`src/rtl/sad_pkg.sv`:
```
package sad_pkg;
  typedef struct packed {
    logic wram;
    logic bgram;
    logic prot;
  } cs_t;
endpackage

```
`src/rtl/sad_unscramble.sv`:
```
module sad_unscramble #(
  parameter int AW       = 16,
  parameter int INV_BITS = 6
) (
  input  logic [AW-1:0] bus_addr_i,
  output logic [AW-1:0] true_addr_o
);
  localparam logic [AW-1:0] INV_MASK = AW'((1 << INV_BITS) - 1);

  assign true_addr_o = bus_addr_i ^ INV_MASK;
endmodule

```
`src/rtl/sad_select.sv`:
```
module sad_select
  import sad_pkg::*;
#(
  parameter int            AW        = 16,
  parameter int            WRAM_AW   = 11,
  parameter int            BG_AW     = 12,
  parameter int            PROT_AW   = 1,
  parameter logic [AW-1:0] WRAM_BASE = 16'h8800,
  parameter logic [AW-1:0] BG_BASE   = 16'hC000,
  parameter logic [AW-1:0] PROT_BASE = 16'hE000
) (
  input  logic          clk_i,
  input  logic          rst_ni,
  input  logic [AW-1:0] true_addr_i,
  input  logic          mreq_ni,
  input  logic          rd_ni,
  input  logic          wr_ni,
  input  logic          dma_gnt_i,
  output cs_t           cs_o
);
  localparam int WRAM_TW = AW - WRAM_AW;
  localparam int BG_TW   = AW - BG_AW;
  localparam int PROT_TW = AW - PROT_AW;

  logic cpu_acc, cpu_wr;
  logic hit_wram, hit_bg, hit_prot;
  cs_t  cs_d;

  assign cpu_acc  = !mreq_ni && (!rd_ni || !wr_ni);
  assign cpu_wr   = !mreq_ni && !wr_ni;
  assign hit_wram = true_addr_i[AW-1:WRAM_AW] == WRAM_BASE[AW-1:WRAM_AW];
  assign hit_bg   = true_addr_i[AW-1:BG_AW]   == BG_BASE[AW-1:BG_AW];
  assign hit_prot = true_addr_i[AW-1:PROT_AW] == PROT_BASE[AW-1:PROT_AW];

  always_comb begin
    cs_d = '0;
    if (dma_gnt_i) begin
      cs_d.wram = 1'b1;  // DMA owns work RAM, CPU side muted
    end else begin
      cs_d.wram  = cpu_acc && hit_wram;
      cs_d.bgram = cpu_wr && hit_bg;
      cs_d.prot  = cpu_acc && hit_prot;
    end
  end

  always_ff @(posedge clk_i or negedge rst_ni) begin
    if (!rst_ni) cs_o <= '0;
    else         cs_o <= cs_d;
  end

  a_r5_sel_exclusive: assert property (@(posedge clk_i) disable iff (!rst_ni)
    $onehot0({cs_o.wram, cs_o.bgram, cs_o.prot}));
  a_r5_cs_needs_mreq: assert property (@(posedge clk_i) disable iff (!rst_ni)
    (cs_o.bgram || cs_o.prot) |-> $past(!mreq_ni));
  a_r3_bg_write_only: assert property (@(posedge clk_i) disable iff (!rst_ni)
    cs_o.bgram |-> $past(!wr_ni));
endmodule

```
`src/rtl/sad_wram_mux.sv`:
```
module sad_wram_mux #(
  parameter int AW      = 16,
  parameter int WRAM_AW = 11,
  parameter int DMA_AW  = 9
) (
  input  logic               clk_i,
  input  logic               rst_ni,
  input  logic [AW-1:0]      bus_addr_i,
  input  logic [DMA_AW-1:0]  dma_addr_i,
  input  logic               dma_gnt_i,
  output logic [WRAM_AW-1:0] wram_addr_o
);
  localparam int FILL_W = WRAM_AW - DMA_AW;

  logic [WRAM_AW-1:0] addr_d;

  // CPU path keeps the scrambled low bits; DMA path pads upper bits high
  assign addr_d = dma_gnt_i ? {{FILL_W{1'b1}}, dma_addr_i} : bus_addr_i[WRAM_AW-1:0];

  always_ff @(posedge clk_i or negedge rst_ni) begin
    if (!rst_ni) wram_addr_o <= '0;
    else         wram_addr_o <= addr_d;
  end
endmodule

```
`src/rtl/sad_nmi_edge.sv`:
```
module sad_nmi_edge (
  input  logic clk_i,
  input  logic rst_ni,
  input  logic vblank_ni,
  output logic nmi_o
);
  logic vb_q;

  always_ff @(posedge clk_i or negedge rst_ni) begin
    if (!rst_ni) begin
      vb_q  <= 1'b0;
      nmi_o <= 1'b0;
    end else begin
      vb_q  <= vblank_ni;
      nmi_o <= vb_q && !vblank_ni;
    end
  end

  a_r9_nmi_single: assert property (@(posedge clk_i) disable iff (!rst_ni)
    nmi_o |=> !nmi_o);
  a_r9_nmi_after_fall: assert property (@(posedge clk_i) disable iff (!rst_ni)
    nmi_o |-> $past(!vblank_ni));
endmodule

```
`src/rtl/scram_addr_dec.sv`:
```
module scram_addr_dec
  import sad_pkg::*;
#(
  parameter int AW       = 16,
  parameter int INV_BITS = 6,
  parameter int WRAM_AW  = 11,
  parameter int DMA_AW   = 9,
  parameter int VID_AW   = 12
) (
  input  logic               clk_i,
  input  logic               rst_ni,
  input  logic [AW-1:0]      addr_i,
  input  logic               mreq_ni,
  input  logic               rd_ni,
  input  logic               wr_ni,
  input  logic [DMA_AW-1:0]  dma_addr_i,
  input  logic               dma_gnt_i,
  input  logic               vblank_ni,
  output logic               wram_cs_o,
  output logic               bgram_cs_o,
  output logic               prot_cs_o,
  output logic [WRAM_AW-1:0] wram_addr_o,
  output logic [VID_AW-1:0]  vid_addr_o,
  output logic               nmi_o
);
  logic [AW-1:0] true_addr;
  cs_t           cs;

  sad_unscramble #(.AW(AW), .INV_BITS(INV_BITS)) i_unscramble (
    .bus_addr_i  (addr_i),
    .true_addr_o (true_addr)
  );

  sad_select #(.AW(AW), .WRAM_AW(WRAM_AW), .BG_AW(VID_AW)) i_select (
    .clk_i       (clk_i),
    .rst_ni      (rst_ni),
    .true_addr_i (true_addr),
    .mreq_ni     (mreq_ni),
    .rd_ni       (rd_ni),
    .wr_ni       (wr_ni),
    .dma_gnt_i   (dma_gnt_i),
    .cs_o        (cs)
  );

  sad_wram_mux #(.AW(AW), .WRAM_AW(WRAM_AW), .DMA_AW(DMA_AW)) i_wram_mux (
    .clk_i       (clk_i),
    .rst_ni      (rst_ni),
    .bus_addr_i  (addr_i),
    .dma_addr_i  (dma_addr_i),
    .dma_gnt_i   (dma_gnt_i),
    .wram_addr_o (wram_addr_o)
  );

  sad_nmi_edge i_nmi (
    .clk_i     (clk_i),
    .rst_ni    (rst_ni),
    .vblank_ni (vblank_ni),
    .nmi_o     (nmi_o)
  );

  always_ff @(posedge clk_i or negedge rst_ni) begin
    if (!rst_ni) vid_addr_o <= '0;
    else         vid_addr_o <= true_addr[VID_AW-1:0];
  end

  assign wram_cs_o  = cs.wram;
  assign bgram_cs_o = cs.bgram;
  assign prot_cs_o  = cs.prot;

  a_r6_vid_low_restored: assert property (@(posedge clk_i) disable iff (!rst_ni)
    bgram_cs_o |-> vid_addr_o[INV_BITS-1:0] == ~$past(addr_i[INV_BITS-1:0]));
  a_r8_dma_fill_high: assert property (@(posedge clk_i) disable iff (!rst_ni)
    (wram_cs_o && $past(dma_gnt_i)) |-> &wram_addr_o[WRAM_AW-1:DMA_AW]);
endmodule

```
`config.mk`:
```
export PLATFORM = sky130hd
export DESIGN_NAME = scram_addr_dec
export DESIGN_NICKNAME = d
export VERILOG_FILES = /design/src/rtl/sad_pkg.sv /design/src/rtl/sad_unscramble.sv /design/src/rtl/sad_select.sv /design/src/rtl/sad_wram_mux.sv /design/src/rtl/sad_nmi_edge.sv /design/src/rtl/scram_addr_dec.sv
export SDC_FILE = /design/constraint.sdc
export NUM_CORES = 1
export LEC_CHECK = 0
export BUFFER_PORTS_ARGS = -buffer_cell sky130_fd_sc_hd__buf_2
export CORE_ASPECT_RATIO = 0.9
export CORE_MARGIN = 2
export CORE_UTILIZATION = 43
export CTS_CLUSTER_SIZE = 8
export DETAILED_ROUTE_END_ITERATION = 8
export PLACE_DENSITY = 0.86
export REMOVE_ABC_BUFFERS = 1
export SYNTH_ARGS = -nofsm -noshare
export SYNTH_HDL_FRONTEND = slang
export SYNTH_SLANG_ARGS = --single-unit
```
`constraint.sdc`:
```
create_clock -name clk_i -period 1.28 [get_ports clk_i]
set_clock_uncertainty 0.15 [all_clocks]
set_input_delay 0.192 -clock clk_i [delete_from_list [all_inputs] [get_ports clk_i]]
set_output_delay 0.192 -clock clk_i [all_outputs]
set_load 0.03 [all_outputs]
```
Word level (Yosys, flattened, before mapping)
Cells that the tools add are included.

storage, ports and cells
  register bits = 28
  input port bits = 32
  output and inout port bits = 27
  word-level logic and storage cells = 25

operators by class
  equal/unequal tests = 3
  mux-type cells = 3
  bitwise operators = 1
  reductions and logical operators = 11

operators by type and width
  kind                                          number
  15-bit equality test (second input constant)  1
  11-bit 2-to-1 mux                             1
  1-bit logical AND                             6
  6-bit inverter                                1
  5-bit equality test (second input constant)   1
  4-bit equality test (second input constant)   1
  1-bit zero test                               4
  2-bit 2-to-1 mux                              1
  1-bit logical OR                              1
  1-bit 2-to-1 mux                              1

Longest topological paths before layout
  depth in word-level cells = 5
  gate-level depth with buffers = 4
  mapped depth without buffers = 3

Cells and area by module
A second synthesis with hierarchy kept.

second synthesis, totals
  cells, all modules = 69
  area, all modules = 1,056.0 um^2

modules (own cells, without submodules)
  module          times used  cells an instance  area an instance (um^2)  sequential area each (um^2)
  sad_wram_mux    1           23                 430.4                    275.3
  scram_addr_dec  1           12                 300.3                    300.3
  sad_select      1           15                 163.9                    75.1
  sad_unscramble  1           16                 97.6                     0.0
  sad_nmi_edge    1           3                  63.8                     50.0

Worst setup path before layout
No wires, ideal clock.

  kind = input-to-reg
  start = input port dma_gnt_i
  end = register i_select.cs_o[0] (netlist name)
  library setup time = 0.096 ns
  data arrival time = 1.050 ns
  required time = 1.034 ns
  path slack = -0.016 ns
  stages on the path = 4
  buffers on the path = 1
  path through = buf_6 > or2_4 > a211o_1 > nor4_2

RTL lines
  what                  RTL line              text
  from (decl)           scram_addr_dec.sv:17  input logic dma_gnt_i,
  to (signal assigned)  sad_select.sv:48      else cs_o <= cs_d;
  to (decl)             sad_select.sv:19      output cs_t cs_o

Worst setup path in the final report
  start = register i_wram_mux.wram_addr_o[7]
  end = output port wram_addr_o[7]

RTL lines
  what                    RTL line              text
  from (decl)             sad_wram_mux.sv:11    output logic [WRAM_AW-1:0] wram_addr_o
  from (signal assigned)  sad_wram_mux.sv:22    else wram_addr_o <= addr_d;
  to (decl)               scram_addr_dec.sv:22  output logic [WRAM_AW-1:0] wram_addr_o,

No word-level cell between the ends.

==> results.ini <==
[outcome]
status=finished with violations
violations=hold timing

[global_routing]
grt_overflow_total=0
grt_max_degree=19
antenna_found_initial=0
grt_pass1_vias=885
grt_pass1_wl_mm=4.06
grt_use_total=0.234

[place]
hpwl_mm=1.55
placed_area_sq_um=1260
dp.cells=148
placement.io_buffers=58
globalplace.congestion=0.655

[worst_setup_path]
cp.arrival_ns=0.93
worstSetupPathType=reg2out
reg2regPathDepth=1
worst-path-buf-inv=1
crit_path_end_kind=primary output
cp_top_family=flip-flops
crit_fanout=1
cp.depth=1
startpoint_type=register
required_ns=0.94
path_cells=buf_2
cp_slowest_cell=dfrtp_1
max_stage_delay_ns=0.42
reg2reg_setup_slack_ns=0.53

[clock_network]
ctsLongestPathBuffers=2
cts_tree=yes
path_clk_slew_ns=0.14
cts_made_buffers=3
cts.sinks=28
htree_levels=1
cts_setup_buffers=0
clock_latency_ns=0.31
clock_tree.root_cell=clkbuf_4

[yosys]
synth_cells=64
synth_area_sq_um=923
syn_area_per_cell_sq_um=14.4
yosysTopAreaCell=dfrtp_1
synth_seq_cells=28
ys.warnings.count=0
ys_types=19
yosys-top-cells-area=dfrtp_1 76%, mux2_2 3.7%, o21ai_0 3.3%, inv_1 2.4%, nand2_1 2.4%
synth_top_area_frac=0.759
seq_area_frac_synth=0.759

[floorplan]
die-area_sq_um=2530
die_w_um=52.8
row_count=15
core_area_sq_um=1970
die_h_um=48.0
start_util=0.469
pin_count=59

[power_and_ir_drop]
power.share.sequential=0.571
p_per_area_nw_per_um2=1060
combPwrFrac=0.216
vdd_drop_max_uv=850
internal-power_w=0.00120
switchingPower_w=0.000464
switching_share=0.280
leakage_nw=0.792
clockPowerShare=0.213

[detailed_routing]
num_vias=853
first_iter_violations=8
avgViaCountPerCell=4.82
drt_wl_total_mm=2.90
drc=0
ant_nets=0
avgRoutedWirePerCell_um=16.4
dr.pass1.iters=4

[sta]
final-setup-viol-count=0
hold_violations=2
period_share=0.994
slew_headroom=0.779
drv_slew=0
worst_hold_slack_ns=-0.140
fmax_mhz=786
period_minus_slack_ns=1.27
worstMarginPinSlew_ns=0.331

[cells_and_area]
final_nets=186
design_area_sq_um=1560
post_layout_nonfiller_instances=177
syn2layout_area_growth_pct=68.8
diodes=0
drive_gt1_frac=0.454

[hold_path]
hold_depth=1
hp-class=in2reg

[flow_run]
cap_violations=0

routing by layer:
layer,vias to the layer above,GRT usage,part of all wire
li1,390,-,-
met1,410,0.241,0.36
met2,47,0.455,0.56
met3,6,0.0813,0.066
met4,0,0.0718,0.016
met5,-,0,0
what timing repair did:
action / CTS / global route
endpoints found under the setup margin: 0 / 3
hold buffers: 25 / 2
endpoints found under the hold margin: 56 / 6
gates resized for setup: 0 / 4
synth_stat cells (all sizes together):
cell / n
buf: 1
a211oi: 1
dfrtp: 28
mux2: 3
a41o: 1
nor2: 1
or2: 2
o21ai: 6
clkbuf: 1
nand2: 6
nand4bb: 1
nand3: 2
or4: 1
inv: 6
a211o: 1
nor4: 2
nor2b: 1
layout by cell type (no fill, tap or decap), types with 2 or more instances in the layout:
| cell | count |
|---|---|
| inv_1 | 6 |
| clkbuf_4 | 4 |
| buf_2 | 56 |
| dfrtp_1 | 28 |
| nand3_1 | 2 |
| mux2_2 | 3 |
| dlygate4sd3_1 | 27 |
| nand2_1 | 6 |
| o21ai_0 | 6 |
state kept, by name (all words and copies together), names as in the netlist:
name                    cells
i_nmi.vb_q                  1
i_nmi.nmi_o                 1
i_select.cs_o               3
i_wram_mux.wram_addr_o     11
vid_addr_o                 12
metrics by stage:
| step | setup slack, ns | util | hold WS [ns] | TNS (ns) | power, W |
|---|---|---|---|---|---|
| after floorplan | 0.0952 | - | -0.254 | 0 | 0.00110 |
| after global placement | -0.0242 | 0.642 | -0.0485 | -0.0242 | 0.00124 |
| after detailed placement | -0.0384 | 0.642 | -0.0388 | -0.0384 | 0.00124 |
| after CTS | 0.0124 | 0.780 | -0.163 | 0 | 0.00164 |
| after global routing | -0.0133 | 0.791 | -0.175 | -0.0482 | 0.00174 |
| final | 0.00826 | 0.791 | -0.140 | 0 | 0.00166 |
final cells by class:
type | instances | area [sq um]
Multi-Input combinational cell | 28 | 185
Sequential cell | 28 | 701
Tap cell | 25 | 31.3
Timing Repair Buffer | 87 | 597
Fill cell | 112 | 412
Clock buffer | 3 | 22.5
Inverter | 6 | 22.5
final timing paths:
check | start | endpoint
min in group asynchronous | rst_ni | i_nmi.vb_q
min reg2reg | i_nmi.vb_q | i_nmi.nmi_o
max | i_wram_mux.wram_addr_o[7] | wram_addr_o[7]
max in group asynchronous | rst_ni | i_wram_mux.wram_addr_o[8]
min | addr_i[11] | vid_addr_o[11]
max reg2reg | i_nmi.vb_q | i_nmi.nmi_o
power by group through the flow:
stage                      logic, W  registers [W]  clock network, W
after global routing       0.000383       0.000951          0.000401
final                      0.000358       0.000948          0.000353
after CTS                  0.000341       0.000943          0.000356
after floorplan           0.0000343        0.00106                 0
after global placement     0.000276       0.000959                 0
after detailed placement   0.000284       0.000961                 0
cells by family after synthesis:
| group | synth area share |
|---|---|
| DFF | 0.759 |
| AOI/OAI and AO/OA | 0.0610 |
| and+or+nand+nor | 0.103 |
| buffers and inverters | 0.0406 |
| muxes | 0.0366 |
Power figures use the tool's default switching activity.
